<file path="config.mk">
export PLATFORM = sky130hd
export DESIGN_NAME = int_alu
export DESIGN_NICKNAME = d
export VERILOG_FILES = /design/src/rtl/alu_pkg.sv /design/src/rtl/alu_adder.sv /design/src/rtl/alu_slt.sv /design/src/rtl/alu_shifter.sv /design/src/rtl/alu_mux16.sv /design/src/rtl/int_alu.sv
export SDC_FILE = /design/constraint.sdc
export NUM_CORES = 1
export LEC_CHECK = 0
export ABC_AREA = 0
export BUFFER_PORTS_ARGS = -buffer_cell sky130_fd_sc_hd__buf_4
export CELL_PAD_IN_SITES_DETAIL_PLACEMENT = 0
export CELL_PAD_IN_SITES_GLOBAL_PLACEMENT = 1
export CORE_ASPECT_RATIO = 1.4
export CORE_MARGIN = 2
export CORE_UTILIZATION = 44
export DETAILED_ROUTE_END_ITERATION = 10
export PLACE_DENSITY = 0.79
export SYNTH_ARGS = -nofsm -noshare
export SYNTH_HDL_FRONTEND = slang
export SYNTH_HIERARCHICAL = 1
export SYNTH_SLANG_ARGS = --single-unit
</file>
<file path="constraint.sdc">
create_clock -name vclk -period 13.9
set_input_delay 0 -clock vclk [all_inputs]
set_output_delay 0 -clock vclk [all_outputs]
set_load 0.02 [all_outputs]
</file>
<file path="src/rtl/alu_pkg.sv">
// Package: shared widths and encodings for the integer ALU.
// Assumes: operation codes are 4 bits; unused codes are decoded by the top.
package alu_pkg;
    localparam int unsigned DATA_W = 32;
    localparam int unsigned OP_W   = 4;

    typedef enum logic [OP_W-1:0] {
        OP_ADD  = 4'b0000,
        OP_SUB  = 4'b0001,
        OP_AND  = 4'b0010,
        OP_OR   = 4'b0011,
        OP_XOR  = 4'b0100,
        OP_NOR  = 4'b0101,
        OP_SLT  = 4'b0110,
        OP_SLL  = 4'b0111,
        OP_SRL  = 4'b1000,
        OP_SRA  = 4'b1001
    } alu_op_e;

    typedef enum logic [1:0] {
        SH_LEFT      = 2'd0,
        SH_RIGHT_LOG = 2'd1,
        SH_RIGHT_ARI = 2'd2
    } shift_mode_e;
endpackage

</file>
<file path="src/rtl/alu_adder.sv">
// Module: ripple-carry adder/subtractor with signed overflow detection.
// Subtraction inverts b and injects a carry-in of one (a + ~b + 1).
// Assumes: W >= 2; outputs are combinational.
module alu_adder #(
    parameter int unsigned W = 32
) (
    input  logic [W-1:0] a,
    input  logic [W-1:0] b,
    input  logic         sub,
    output logic [W-1:0] sum,
    output logic         ovf
);
    logic [W-1:0] b_eff;
    logic [W:0]   carry;

    // Conditionally invert the second operand for subtraction.
    assign b_eff    = b ^ {W{sub}};
    assign carry[0] = sub;

    genvar i;
    generate
        for (i = 0; i < W; i++) begin : g_fa
            // One full-adder cell per bit.
            assign sum[i]     = a[i] ^ b_eff[i] ^ carry[i];
            assign carry[i+1] = (a[i] & b_eff[i]) | (carry[i] & (a[i] ^ b_eff[i]));
        end
    endgenerate

    // Signed overflow: operand signs agree, result sign differs.
    assign ovf = (a[W-1] ~^ b_eff[W-1]) & (sum[W-1] ^ a[W-1]);

    // Guard: a minus itself is zero with no overflow.
    always_comb begin

        sub_self_chk: assert (!(sub && (a == b)) || ((sum == '0) && !ovf))
            else $error("subtracting equal operands gave %h ovf=%b", sum, ovf);

        add_mixed_sign_chk: assert (!(!sub && (a[W-1] != b[W-1])) || !ovf)
            else $error("add of mixed-sign operands flagged overflow");
    end
endmodule

</file>
<file path="src/rtl/alu_slt.sv">
// Module: signed set-less-than from a subtraction result.
// Assumes: diff_msb and ovf come from a - b; their XOR is the true sign.
module alu_slt #(
    parameter int unsigned W = 32
) (
    input  logic         diff_msb,
    input  logic         ovf,
    output logic [W-1:0] res
);
    // Correct the sign of the difference when the subtraction wrapped.
    assign res = {{(W-1){1'b0}}, diff_msb ^ ovf};
endmodule

</file>
<file path="src/rtl/alu_shifter.sv">
// Module: logarithmic barrel shifter with left, logical-right and
// arithmetic-right modes. Left shifts reuse the right-shift stages by
// bit-reversing the data on the way in and out.
// Assumes: W is a power of two; shamt has $clog2(W) bits.
module alu_shifter
    import alu_pkg::*;
#(
    parameter int unsigned W   = 32,
    localparam int unsigned SHW = $clog2(W)
) (
    input  logic [W-1:0]   din,
    input  logic [SHW-1:0] shamt,
    input  shift_mode_e    mode,
    output logic [W-1:0]   dout
);
    logic [W-1:0]       rev_in;
    logic [W-1:0]       rev_out;
    logic [SHW:0][W-1:0] stage;
    logic               fill;
    logic               left;

    // Mode decode: direction and the bit shifted into vacated positions.
    assign left = (mode == SH_LEFT);
    assign fill = (mode == SH_RIGHT_ARI) ? din[W-1] : 1'b0;

    genvar i, k;
    generate
        for (i = 0; i < W; i++) begin : g_rev
            // Bit reversal so one right-shift network serves both directions.
            assign rev_in[i]  = din[W-1-i];
            assign rev_out[i] = stage[SHW][W-1-i];
        end
        for (k = 0; k < SHW; k++) begin : g_stage
            localparam int unsigned S = 1 << k;
            // Stage k shifts right by 2^k when its amount bit is set.
            assign stage[k+1] = shamt[k] ? {{S{fill}}, stage[k][W-1:S]} : stage[k];
        end
    endgenerate

    assign stage[0] = left ? rev_in : din;
    assign dout     = left ? rev_out : stage[SHW];

    // Guard: a zero shift amount passes the data through unchanged.
    always_comb begin

        zero_shift_chk: assert (!(shamt == '0) || (dout == din))
            else $error("zero shift altered data");
    end
endmodule

</file>
<file path="src/rtl/alu_mux16.sv">
// Module: 16-input result multiplexer.
// Assumes: every input lane is driven; sel picks one lane.
module alu_mux16 #(
    parameter int unsigned W = 32,
    parameter int unsigned N = 16,
    localparam int unsigned SELW = $clog2(N)
) (
    input  logic [N-1:0][W-1:0] lanes,
    input  logic [SELW-1:0]     sel,
    output logic [W-1:0]        y
);
    // Select the lane addressed by sel.
    assign y = lanes[sel];
endmodule

</file>
<file path="src/rtl/int_alu.sv">
// Module: combinational 32-bit integer ALU, top level.
// Runs adder/subtractor, set-less-than, barrel shifter and logic functions
// in parallel and picks one through a 16-input multiplexer. Zero is taken
// on the selected result, equal on the operands, overflow from the adder
// for add and subtract only.
// Assumes: no clock or reset; outputs settle combinationally.
module int_alu
    import alu_pkg::*;
#(
    parameter int unsigned W      = DATA_W,
    parameter int unsigned NLANES = 1 << OP_W,
    localparam int unsigned SHW   = $clog2(W)
) (
    input  logic [W-1:0]    opa_i,
    input  logic [W-1:0]    opb_i,
    input  logic [OP_W-1:0] op_i,
    output logic [W-1:0]    result_o,
    output logic            zero_o,
    output logic            equal_o,
    output logic            ovf_o
);
    logic [W-1:0]             sum;
    logic                     add_ovf;
    logic                     sub_mode;
    logic                     arith_op;
    logic [W-1:0]             slt_res;
    logic [W-1:0]             shift_res;
    shift_mode_e              sh_mode;
    logic [NLANES-1:0][W-1:0] lanes;

    // Subtractor mode for SUB and for the comparison behind SLT.
    assign sub_mode = (op_i == OP_SUB) || (op_i == OP_SLT);
    assign arith_op = (op_i == OP_ADD) || (op_i == OP_SUB);

    alu_adder #(.W(W)) u_adder (
        .a   (opa_i),
        .b   (opb_i),
        .sub (sub_mode),
        .sum (sum),
        .ovf (add_ovf)
    );

    alu_slt #(.W(W)) u_slt (
        .diff_msb (sum[W-1]),
        .ovf      (add_ovf),
        .res      (slt_res)
    );

    // Shifter mode from the operation code.
    always_comb begin
        unique case (op_i)
            OP_SLL:  sh_mode = SH_LEFT;
            OP_SRA:  sh_mode = SH_RIGHT_ARI;
            default: sh_mode = SH_RIGHT_LOG;
        endcase
    end

    alu_shifter #(.W(W)) u_shift (
        .din   (opa_i),
        .shamt (opb_i[SHW-1:0]),
        .mode  (sh_mode),
        .dout  (shift_res)
    );

    // Fill the multiplexer lanes; unused codes stay zero.
    always_comb begin
        lanes                     = '0;
        lanes[OP_ADD]             = sum;
        lanes[OP_SUB]             = sum;
        lanes[OP_AND]             = opa_i & opb_i;
        lanes[OP_OR]              = opa_i | opb_i;
        lanes[OP_XOR]             = opa_i ^ opb_i;
        lanes[OP_NOR]             = ~(opa_i | opb_i);
        lanes[OP_SLT]             = slt_res;
        lanes[OP_SLL]             = shift_res;
        lanes[OP_SRL]             = shift_res;
        lanes[OP_SRA]             = shift_res;
    end

    alu_mux16 #(.W(W), .N(NLANES)) u_mux (
        .lanes (lanes),
        .sel   (op_i),
        .y     (result_o)
    );

    // Status flags.
    assign zero_o  = ~|result_o;
    assign equal_o = ~|(opa_i ^ opb_i);
    assign ovf_o   = add_ovf & arith_op;

    // Cross-checks between independently built pieces.
    always_comb begin

        eq_vs_sub_chk: assert (!(op_i == OP_SUB) || (equal_o == zero_o))
            else $error("equal and zero disagree on subtract");

        add_ovf_sign_chk: assert (!(ovf_o && (op_i == OP_ADD)) || (opa_i[W-1] == opb_i[W-1]))
            else $error("add overflow with mixed-sign operands");

        slt_upper_chk: assert (!(op_i == OP_SLT) || (result_o[W-1:1] == '0))
            else $error("set-less-than upper bits not clear");

        unused_code_chk: assert (!(op_i > OP_SRA) || (zero_o && (result_o == '0)))
            else $error("unused code returned nonzero");
    end
endmodule

</file>
==> results of run 1 <==
## what timing repair did
| item | in CTS | in global routing |
|---|---|---|
| setup buffers | 12 | 1 |
| hold buffers | 0 | 0 |
| setup endpoints to repair | 3 | 2 |
| pin swaps | 13 | 7 |
| gates resized for setup | 34 | 2 |
## cell type report
type	instances	area, µm²
inverter	165	619
tap	256	320
timing repair buffer	146	1110
multi-input combinational	924	8970
fill	1954	9540
## routing by layer
metal  wire length [µm]  vias to the layer above  part of all wire (%)  track usage (%)
li1                   -                     3996                     -                -
met1              11600                     4374                    37             35.7
met2              16500                      348                    52             51.0
met3               2180                       67                   6.9             2.19
met4               1280                        0                   4.0             8.88
met5                  0                        -                     0                0
## logic make-up (layout without fill, tap and decap cells)
kind of cell / count (synthesis) / count (layout) / synth area share (%)
and+or+nand+nor: 177 / 177 / 8.92
other: 2 / 223 / 0.0812
xor gates and xnor gates: 36 / 36 / 3.61
buffers and inverters: 277 / 311 / 13.6
AOI/OAI and AO/OA: 201 / 201 / 15.2
adders and majority gates: 94 / 94 / 15.1
muxes: 193 / 193 / 43.4
## cell usage after synthesis (4+ instances only)
| library cell | n | area [µm²] |
|---|---|---|
| ha_1 | 64 | 801 |
| mux2i_1 | 27 | 270 |
| fa_1 | 30 | 601 |
| o211ai_1 | 4 | 30.0 |
| o31ai_1 | 5 | 37.5 |
| nand4_1 | 5 | 31.3 |
| buf_4 | 43 | 323 |
| a221oi_1 | 7 | 61.3 |
| buf_6 | 7 | 78.8 |
| a31oi_1 | 10 | 62.6 |
| nor2b_1 | 4 | 25.0 |
| nor4_1 | 15 | 93.8 |
| nor2_1 | 42 | 158 |
| inv_1 | 163 | 612 |
| nand3_1 | 10 | 50.1 |
| mux4_1 | 4 | 105 |
| o21ai_0 | 23 | 115 |
| clkbuf_1 | 42 | 158 |
| o22ai_1 | 15 | 93.8 |
| buf_2 | 7 | 35.0 |
| o311ai_0 | 4 | 35.0 |
| a32oi_1 | 7 | 61.3 |
| xnor2_1 | 32 | 280 |
| a21oi_1 | 22 | 110 |
| o221ai_1 | 4 | 35.0 |
| nand2_1 | 73 | 274 |
| a22oi_1 | 82 | 616 |
| nor3_1 | 6 | 30.0 |
| mux4_2 | 161 | 3630 |
| buf_1 | 13 | 48.8 |
## worst max-delay path, delay by kind of cell
kind / cells / cell delay (ns)
buf+inv: 4 / 0.36
fa+ha+maj: 30 / 10.73
xor+xnor: 2 / 0.19
compound gates: 2 / 0.37
mux: 2 / 0.63
simple gates: 7 / 1.36
## how the worst max path moves through the flow
stage | start | depth (start not counted) | slack (ns) | to
after floorplan | op_i[2] | 47 | 0.04 | zero_o
after global placement | op_i[1] | 47 | -0.78 | zero_o
after detailed placement | op_i[1] | 47 | -0.98 | zero_o
after CTS | op_i[1] | 47 | 0.03 | zero_o
after global routing | op_i[1] | 47 | -0.007 | zero_o
final | op_i[1] | 47 | 0.25 | zero_o
## where the power goes
group,internal (W),switching (W)
combinational,0.000226,0.000260
sequential,0,0
clock,0,0
## per-stage QoR
| step | worst slack [ns] | utilization [%] | hold WS [ns] | total power [W] | instance area (µm²) |
|---|---|---|---|---|---|
| after detailed placement | -0.983 | 52.6 | 0.420 | 0.000465 | 10800 |
| after floorplan | 0.0364 | - | 0.0826 | 0.000328 | 10100 |
| after global routing | -0.00709 | 53.6 | 0.450 | 0.000528 | 11000 |
| after global placement | -0.778 | 52.6 | 0.422 | 0.000460 | 10800 |
| after CTS | 0.0287 | 53.5 | 0.430 | 0.000480 | 11000 |
| final | 0.253 | 53.6 | 0.430 | 0.000486 | 11000 |
==> results summary, run 1 <==
The flow ran to the end, and the final reports show no timing, DRC or antenna violations. The maximum number of pins on one net before global-route repair is 57. The nature of the critical path endpoint is an output pin.

The fraction of layout instances using a drive strength above 1 is between 20% and 30%. The total core area is between 0.02 and 0.025 mm². The critical path's most frequent cell is fa_2. STA classifies the critical path startpoint as an input port. The total wirelength of the detailed-routed design is ~32000 µm. The highest achievable clock rate came out at 0.0733 GHz.

The initial standard-cell utilization of the core came out at 45.0%. In this run the horizontal extent of the chip is 127 µm. The number of antenna diodes in the final layout is 0. The static leakage came out at about 5 nW. The slew of the pin with the lowest slew margin came out at about 1.1 ns.

The distinct cell type count after synthesis is 62. The peak per-stage delay on the critical path is between 0.4 and 0.5 ns. The setup-violating endpoint count in the final report is 0. The number of nets with antenna violations after detailed routing came out at 0. The worst slew margin relative to its limit is 28.2%. The count of final hold-check violations came out at 0.

The first global-routing pass estimated around 50000 µm of wire. The worst setup path is of the in2out kind. The power per cell area came out at 44.1 mW/mm². The detail-routed via count per cell came out at roughly 6. The count of mapped cells out of synthesis is 980. The depth of the worst hold-timing path is 4.

The path with the worst hold slack has its endpoint at ovf_o. The endpoint required time on the critical path is around 14 ns. Measured along the y axis, the die boundary spans 176 µm. The maximum vdd ir drop came out at 0.0255 mV.

The HPWL after detailed placement came out at about 25000 µm. In this run the mean area of a mapped cell was about 9.4 µm². The number of antenna violations at the first check in global routing came out at 0. The top cell types in the final layout, fill and taps aside, are conb_1, inv_1, mux4_2, buf_4, a22oi_1. The number of ports placed on the die boundary came out at around 100. The library cell contributing the largest single delay on the critical path is mux4_2.

The count of cells in the finished layout, fillers not included, comes to roughly 1.5k. The synthesized area came out at about 0.0093 mm². The net count of the finished layout is roughly 1.4k.

For this run, the detailed router's first-pass iteration total came to 5. The remaining global-route overflow came out at 0. The minimum clock period after layout is 13.65 ns.

The number of max-slew violations in the final report is 0. The number of port buffers came out at between 100 and 150. Summing all flip-flop and latch instances after layout gives 0 µm².

The start point of the worst min-delay path is op_i[2]. The signal arrival time at the worst endpoint is 13.65 ns. The path class of the tightest hold or removal check is in2out. The worst-path maximum fanout is 4.

The worst path uses ~98% of the clock period. The count of unresolved DRC violations after routing came out at 0. The via count of the first global-routing pass is roughly 8.6k. The number of warning messages in the yosys log is 6.

The final-layout clock buffer total came out at 0. The area growth from synthesis to layout is 19.1%. The most common cell after layout, fill and taps aside is conb_1. Summing over every cut layer, the via total after detailed routing is ~8.8k. The number of DRC violations after detailed-routing iteration 0 came out at 657.

The standard-cell row count came out at just over 60. Dividing the detail-routed wire length by the instance count gives roughly 21 µm. Including well taps, the total number of placed cells is roughly 1.5k. Routability-driven placement finished with a final weighted congestion of just under 1.

The sequential cell area fraction in the yosys report is 0%. The design has 0 sequential cells. The total negative slack for setup checks is 0 ns. For this run, the total global-route usage over all layers was measured as 28.2%. The count of max-cap constraint violations came out at 0. The floorplan die area came out at ~0.022 mm².
Note: power is estimated with default switching activity, not from simulation.
==> run 2: changes to the inputs <==
--- a/config.mk
+++ b/config.mk
@@ -13,7 +13,7 @@
 export CORE_MARGIN = 2
 export CORE_UTILIZATION = 44
 export DETAILED_ROUTE_END_ITERATION = 10
-export PLACE_DENSITY = 0.79
+export PLACE_DENSITY_LB_ADDON = 0.1
 export SYNTH_ARGS = -nofsm -noshare
 export SYNTH_HDL_FRONTEND = slang
 export SYNTH_HIERARCHICAL = 1
==> results summary, run 2 (synthesis results as in run 1) <==
The run finished with clean final reports. The maximum number of pins on one net before global-route repair came out at 92 (+61%). The endpoint required time on the critical path was 13.90 ns (about the same). The capture point of the critical path is zero_o.

The number of buffers inserted for hold repair after clock tree synthesis came out at 0 (unchanged). The min-delay analysis places its worst path in the category in2out. The count of max-cap constraint violations is 0 (unchanged). The total inserted antenna cells came out at 0 (unchanged). The total power is 0.000481 W (-1.0%).

met2 is the most crowded layer. The smallest setup slack after layout came out at 0.430 ns (+0.177 ns). The total net switching power was 0.000259 W (-0.29%). The slew of the pin with the lowest slew margin is 0.997 ns (-0.0656 ns). The relative contribution of combinational cells to total power came out at 100.0% (about the same). The minimum clock period after layout came to 13.47 ns (-0.177 ns). The vertical extent of the die came out at 176 µm (unchanged).

Leaving out fill and tap cells, the most frequent cell in the layout is conb_1. The global-route track usage on met3 was 1.64% (-0.55 points). The critical path's most frequent cell is fa_2. The chip width came to 127 µm (unchanged). The via count of the routed design is 8761 (-0.27%).

The overall global routing resource usage came out at 28.2% (about the same). The number of nets with antenna violations after detailed routing was 0 (unchanged). The initial standard-cell utilization of the core is 45.0% (unchanged). The number of port buffers is 103 (unchanged). The setup-violating endpoint count in the final report came out at 0 (unchanged). The floorplan die area came out at 0.0222 mm² (unchanged). The number of max-slew violations in the final report came out at 0 (unchanged).

The summed area of non-filler cells in the final layout is 0.0109 mm² (-0.74%). The utilization after layout was 53.2% (-0.40 points). The slowest stage of the critical path belongs to the cell mux4_2. The power per cell area came out at 43.9 mW/mm² (-0.30%).

The routing usage on met2 came out at 50.7% (-0.31 points). The number of antenna violations at the first check in global routing came out at 0 (unchanged). The placement-stage cell area is 0.0108 mm² (+0.17%). The fraction of layout instances using a drive strength above 1 came out at 28.4% (-0.82 points). The number of ports placed on the die boundary came out at 103 (unchanged). The worst slew margin relative to its limit is 32.7% (+4.4 points).

The fraction of met1 tracks used by global routing came to 37.0% (+1.3 points). The critical path starts at op_i[2]. The highest achievable clock rate is 0.0742 GHz (+1.3%). The number of DRC violations after detailed-routing iteration 0 is 858 (+31%). The minimum setup slack after placement was -0.961 ns (+0.0222 ns).

Compared with the post-synthesis result, the final layout area differs by 18.2%. STA classifies the critical path startpoint as an input port. The nature of the critical path endpoint is an output pin. The final period utilization is 96.9% (-1.3 points).

The final-layout clock buffer total is 0 (unchanged). The critical path class is in2out. The first-pass iteration count of the detailed router came out at 6 (+1). The internal portion of total power is 0.000222 W (-1.9%).

The remaining global-route overflow came to 0 (unchanged). The sequential share of power was 0% (unchanged). The total core area was 0.0206 mm² (unchanged). The library cells used most frequently in the layout, excluding fill and tap cells, are conb_1, inv_1, mux4_2, buf_4, a22oi_1. The detail-routed via count per cell is 5.92 (+0.40%). The fraction of power spent switching nets is 53.9% (+0.41 points). The number of sequential cells in the layout is 0 (unchanged). The final weighted congestion in routability-driven placement came out at 1.00 (+1.5%). The standard-cell row count came out at 62 (unchanged).

The mean routed wirelength per cell is 21.3 µm (+0.77%). The maximum vdd ir drop is 0.0245 mV (-4.1%). Setup repair after global routing left no endpoint under its margin. The static leakage is 4.93 nW (-1.0%).

The footprint of the flip-flops and latches was 0 µm² (unchanged). The part of the power in the clock network came to 0% (unchanged). The signal arrival time at the worst endpoint came out at 13.47 ns (-0.18 ns). The number of nets in the layout is 1389 (-0.71%).

The peak per-stage delay on the critical path is 0.47 ns (about the same). The count of final hold-check violations is 0 (unchanged). The worst-path maximum fanout is 4 (unchanged). The via count of the first global-routing pass is 8623 (-0.13%). The total wirelength of the detailed-routed design is 31600 µm (about the same).

The first-pass GRT wire length was 49100 µm (+0.52%). The HPWL after detailed placement came out at 25100 µm (-1.6%). The count of unresolved DRC violations after routing is 0 (unchanged).
run 2: cell count changes in the layout (fill, tap and decap cells not counted), sizes merged:
cell | before | now
buf | 145 | 135
run 2: critical path, delay by kind of cell:
kind                     cells  cell delay [ns]
AO/OA/AOI/OAI                2             0.37
AND/OR/NAND/NOR              7             1.25
buffers and inverters        4             0.33
adder cells (fa/ha/maj)     30            10.61
multiplexers                 3             0.80
XOR/XNOR                     1             0.09
run 2: stage by stage:
stage	hold slack, ns	setup TNS (ns)	instances
after floorplan	0.0826	0	1201
after global placement	0.420	-0.854	1479
after detailed placement	0.429	-1.29	1479
after CTS	0.439	0	1480
after global routing	0.460	0	1481
final	0.436	0	1481
run 2: layout make-up:
class                      count  area [µm²]
timing repair buffer         136        1040
tap                          256         320
multi-input combinational    924        8960
inverter                     165         619
fill                        1976        9620
run 2: layer usage:
| metal | vias up | wire length [µm] |
|---|---|---|
| met2 | 372 | 16300 |
| met4 | 0 | 1060 |
| met5 | - | 0 |
| met1 | 4356 | 12300 |
| li1 | 3970 | - |
| met3 | 63 | 1940 |
run 2: how the worst min path moves through the flow:
stage          slack (ns)  depth (start not counted)  startpoint  endpoint
2_1_floorplan        0.08                          1     op_i[3]     ovf_o
3_3_place_gp         0.42                          4     op_i[2]     ovf_o
3_5_place_dp         0.43                          4     op_i[2]     ovf_o
4_1_cts              0.44                          4     op_i[2]     ovf_o
5_1_grt              0.46                          4     op_i[2]     ovf_o
6_report             0.44                          4     op_i[2]     ovf_o
run 2: power groups by stage:
stage / logic, W / clock network [W] / registers [W]
finish: 0.000481 / 0 / 0
global route: 0.000521 / 0 / 0
CTS: 0.000476 / 0 / 0
detailed placement: 0.000466 / 0 / 0
global placement: 0.000463 / 0 / 0
floorplan: 0.000328 / 0 / 0
run 2: what timing repair did:
action	4_1_cts	5_1_grt
setup buffers	1	1
gates resized for setup	31	2
endpoints found under the setup margin	3	1
pin swaps	9	7
==> run 3: changes to the inputs <==
--- a/config.mk
+++ b/config.mk
@@ -10,7 +10,6 @@
 export CELL_PAD_IN_SITES_DETAIL_PLACEMENT = 0
 export CELL_PAD_IN_SITES_GLOBAL_PLACEMENT = 1
 export CORE_ASPECT_RATIO = 1.4
-export CORE_MARGIN = 2
 export CORE_UTILIZATION = 44
 export DETAILED_ROUTE_END_ITERATION = 10
 export PLACE_DENSITY_LB_ADDON = 0.1
==> results summary, run 3 (synthesis results as in run 1) <==
The first element of the critical path is op_i[2]. The detail-routed via count per cell came out at 5.94 (+0.37%). The overall global routing resource usage is 30.1% (+1.9 points). The minimum clock period after layout was 13.49 ns (+0.0168 ns). The peak per-stage delay on the critical path came out at 0.47 ns (about the same). The via count of the routed design was 8811 (+0.57%). The summed area of non-filler cells in the final layout came out at 0.0110 mm² (+0.13%).

The worst-path maximum fanout was 4 (unchanged). Setup repair after global routing left no endpoint under its margin. The signal arrival time at the worst endpoint is 13.49 ns (+0.02 ns). The total core area came out at 0.0206 mm² (unchanged). The total inserted antenna cells came out at 0 (unchanged). The highest achievable clock rate came out at 0.0741 GHz (-0.12%). The startpoint class of the critical path is an input port. The static leakage is 4.94 nW (+0.20%). The first-pass GRT wire length came out at 50700 µm (+3.1%). The number of DRC violations after detailed-routing iteration 0 came out at 713 (-17%).

In the layout the commonest cells are conb_1, inv_1, mux4_2, buf_4, a22oi_1. The vertical extent of the die is 174 µm (-1.1%). The library cell used most frequently in the layout, excluding fill and tap cells, is conb_1. The power per cell area is 43.9 mW/mm² (-0.19%). The final-layout worst hold slack is 0.426 ns (-0.0105 ns). The fraction of power spent switching nets came out at 53.9% (about the same). The count of final hold-check violations is 0 (unchanged). The first-pass iteration count of the detailed router was 5 (-1).

The highest metal layer carrying signal wires in the routed design is met4. The number of buffers inserted for hold repair after clock tree synthesis is 0 (unchanged). The initial standard-cell utilization of the core came out at 45.0% (unchanged). The via count of the first global-routing pass is 8745 (+1.4%). The standard-cell row count is 62 (unchanged).

The number of nets in the layout came out at 1392 (+0.22%). The routed length on met3 is 1860 µm (-4.3%). The placement-stage cell area came out at 0.0108 mm² (about the same). The number of inserted filler cells in the final layout is 2001 (+1.3%).

The number of port buffers came out at 103 (unchanged). The remaining global-route overflow came out at 0 (unchanged). The slew of the pin with the lowest slew margin came out at 1.05 ns (+0.0486 ns). In this design, the critical path's most frequently occurring cell is fa_2. The number of sequential cells in the layout came out at 0 (unchanged). The fraction of layout instances using a drive strength above 1 is 28.7% (+0.26 points).

The start point of the worst min-delay path is op_i[2]. The maximum number of pins on one net before global-route repair is 64 (-30%). The mean routed wirelength per cell came to 21.7 µm (+1.8%). The routed length on met1 came out at 13000 µm (+5.2%).

The critical path in this run is classified as in2out. The number of antenna violations at the first check in global routing was 0 (unchanged). The relative contribution of combinational cells to total power is 100.0% (about the same). The depth of the worst hold-timing path is 4 (unchanged). The HPWL after detailed placement was 25900 µm (+3.4%). The internal portion of total power is 0.000222 W (about the same). The floorplan die area came out at 0.0216 mm² (-2.7%). The worst setup path is captured at an output pin. The total power came out at 0.000480 W (about the same). The number of max-slew violations in the final report is 0 (unchanged).

The final-layout clock buffer total came out at 0 (unchanged). The endpoint required time on the critical path came to 13.90 ns (about the same). The chip width was 125 µm (-1.6%). The total negative slack for setup checks came out at 0 ns (unchanged).

The total wirelength of the detailed-routed design came out at 32200 µm (+2.0%). The detailed-routed wire length on met2 is 16300 µm (+0.11%). The footprint of the flip-flops and latches is 0 µm² (unchanged).

The number of nets with antenna violations after detailed routing was 0 (unchanged). The flow ran to the end, and the final reports show no timing, DRC or antenna violations. The final weighted congestion in routability-driven placement came out at 0.954 (-4.8%). The sequential share of power is 0% (unchanged). The library cell contributing the largest single delay on the critical path is mux4_2. The worst slew margin relative to its limit is 29.4% (-3.3 points). The setup-violating endpoint count in the final report came to 0 (unchanged). The maximum vdd ir drop is 0.0300 mV (+23%). The number of ports placed on the die boundary came out at 103 (unchanged). The total net switching power is 0.000259 W (about the same). The count of unresolved DRC violations after routing is 0 (unchanged).

The final period utilization came out at 97.0% (+0.12 points). In this run the worst hold path is classified as in2out. The count of max-cap constraint violations came out at 0 (unchanged). The part of the power in the clock network is 0% (unchanged). The synthesis-to-layout area growth came out at 18.4%.
[run 3: cell count changes in the layout (fill, tap and decap cells not counted)]
cell and change:
mux2i_4 +1, mux2i_1 -1, buf_4 +4, buf_12 -1
nor4_2 +1, nor4_4 -1
[run 3: power groups by stage]
stage | Sequential [W] | Clock (W) | Combinational, W
finish | 0 | 0 | 0.000480
global route | 0 | 0 | 0.000523
detailed placement | 0 | 0 | 0.000468
floorplan | 0 | 0 | 0.000328
CTS | 0 | 0 | 0.000477
global placement | 0 | 0 | 0.000465
[run 3: cell type report]
cell class | instances | area, µm² | area share [%]
inverter | 165 | 619 | 5.65
timing repair buffer | 139 | 1050 | 9.62
tap | 256 | 320 | 2.92
multi-input combinational | 924 | 8960 | 81.8
[run 3: critical path: cells and delay by family]
kind	cells	cell delay, ns
adders and majority gates	30	10.59
and+or+nand+nor	7	1.19
muxes	2	0.63
buffers and inverters	5	0.50
AOI/OAI and AO/OA	2	0.39
xor gates and xnor gates	2	0.20
[run 3: per-layer routing]
metal	vias to the layer above	track usage [%]
met1	4424	39.6
li1	3968	-
met2	362	53.2
met5	-	0
met4	0	8.53
met3	57	2.01
[run 3: path summary, 6_finish.rpt]
path,endpoint,slack (ns)
worst max-delay path,zero_o,0.41
worst min-delay path,ovf_o,0.43
[run 3: what timing repair did]
item                                    4_1_cts  5_1_grt
endpoints found under the hold margin         0        0
endpoints found under the setup margin        3        1
pin swaps                                     7        7
resized for setup                            28        6
buffers inserted                              4        0
[run 3: through the flow]
stage	cells	setup WS, ns	util (%)
6_report	1484	0.413	53.3
5_1_grt	1484	0.0441	53.3
4_1_cts	1484	0.00912	53.2
3_5_place_dp	1480	-0.929	52.6
3_3_place_gp	1480	-0.675	52.6
2_1_floorplan	1201	0.0364	-
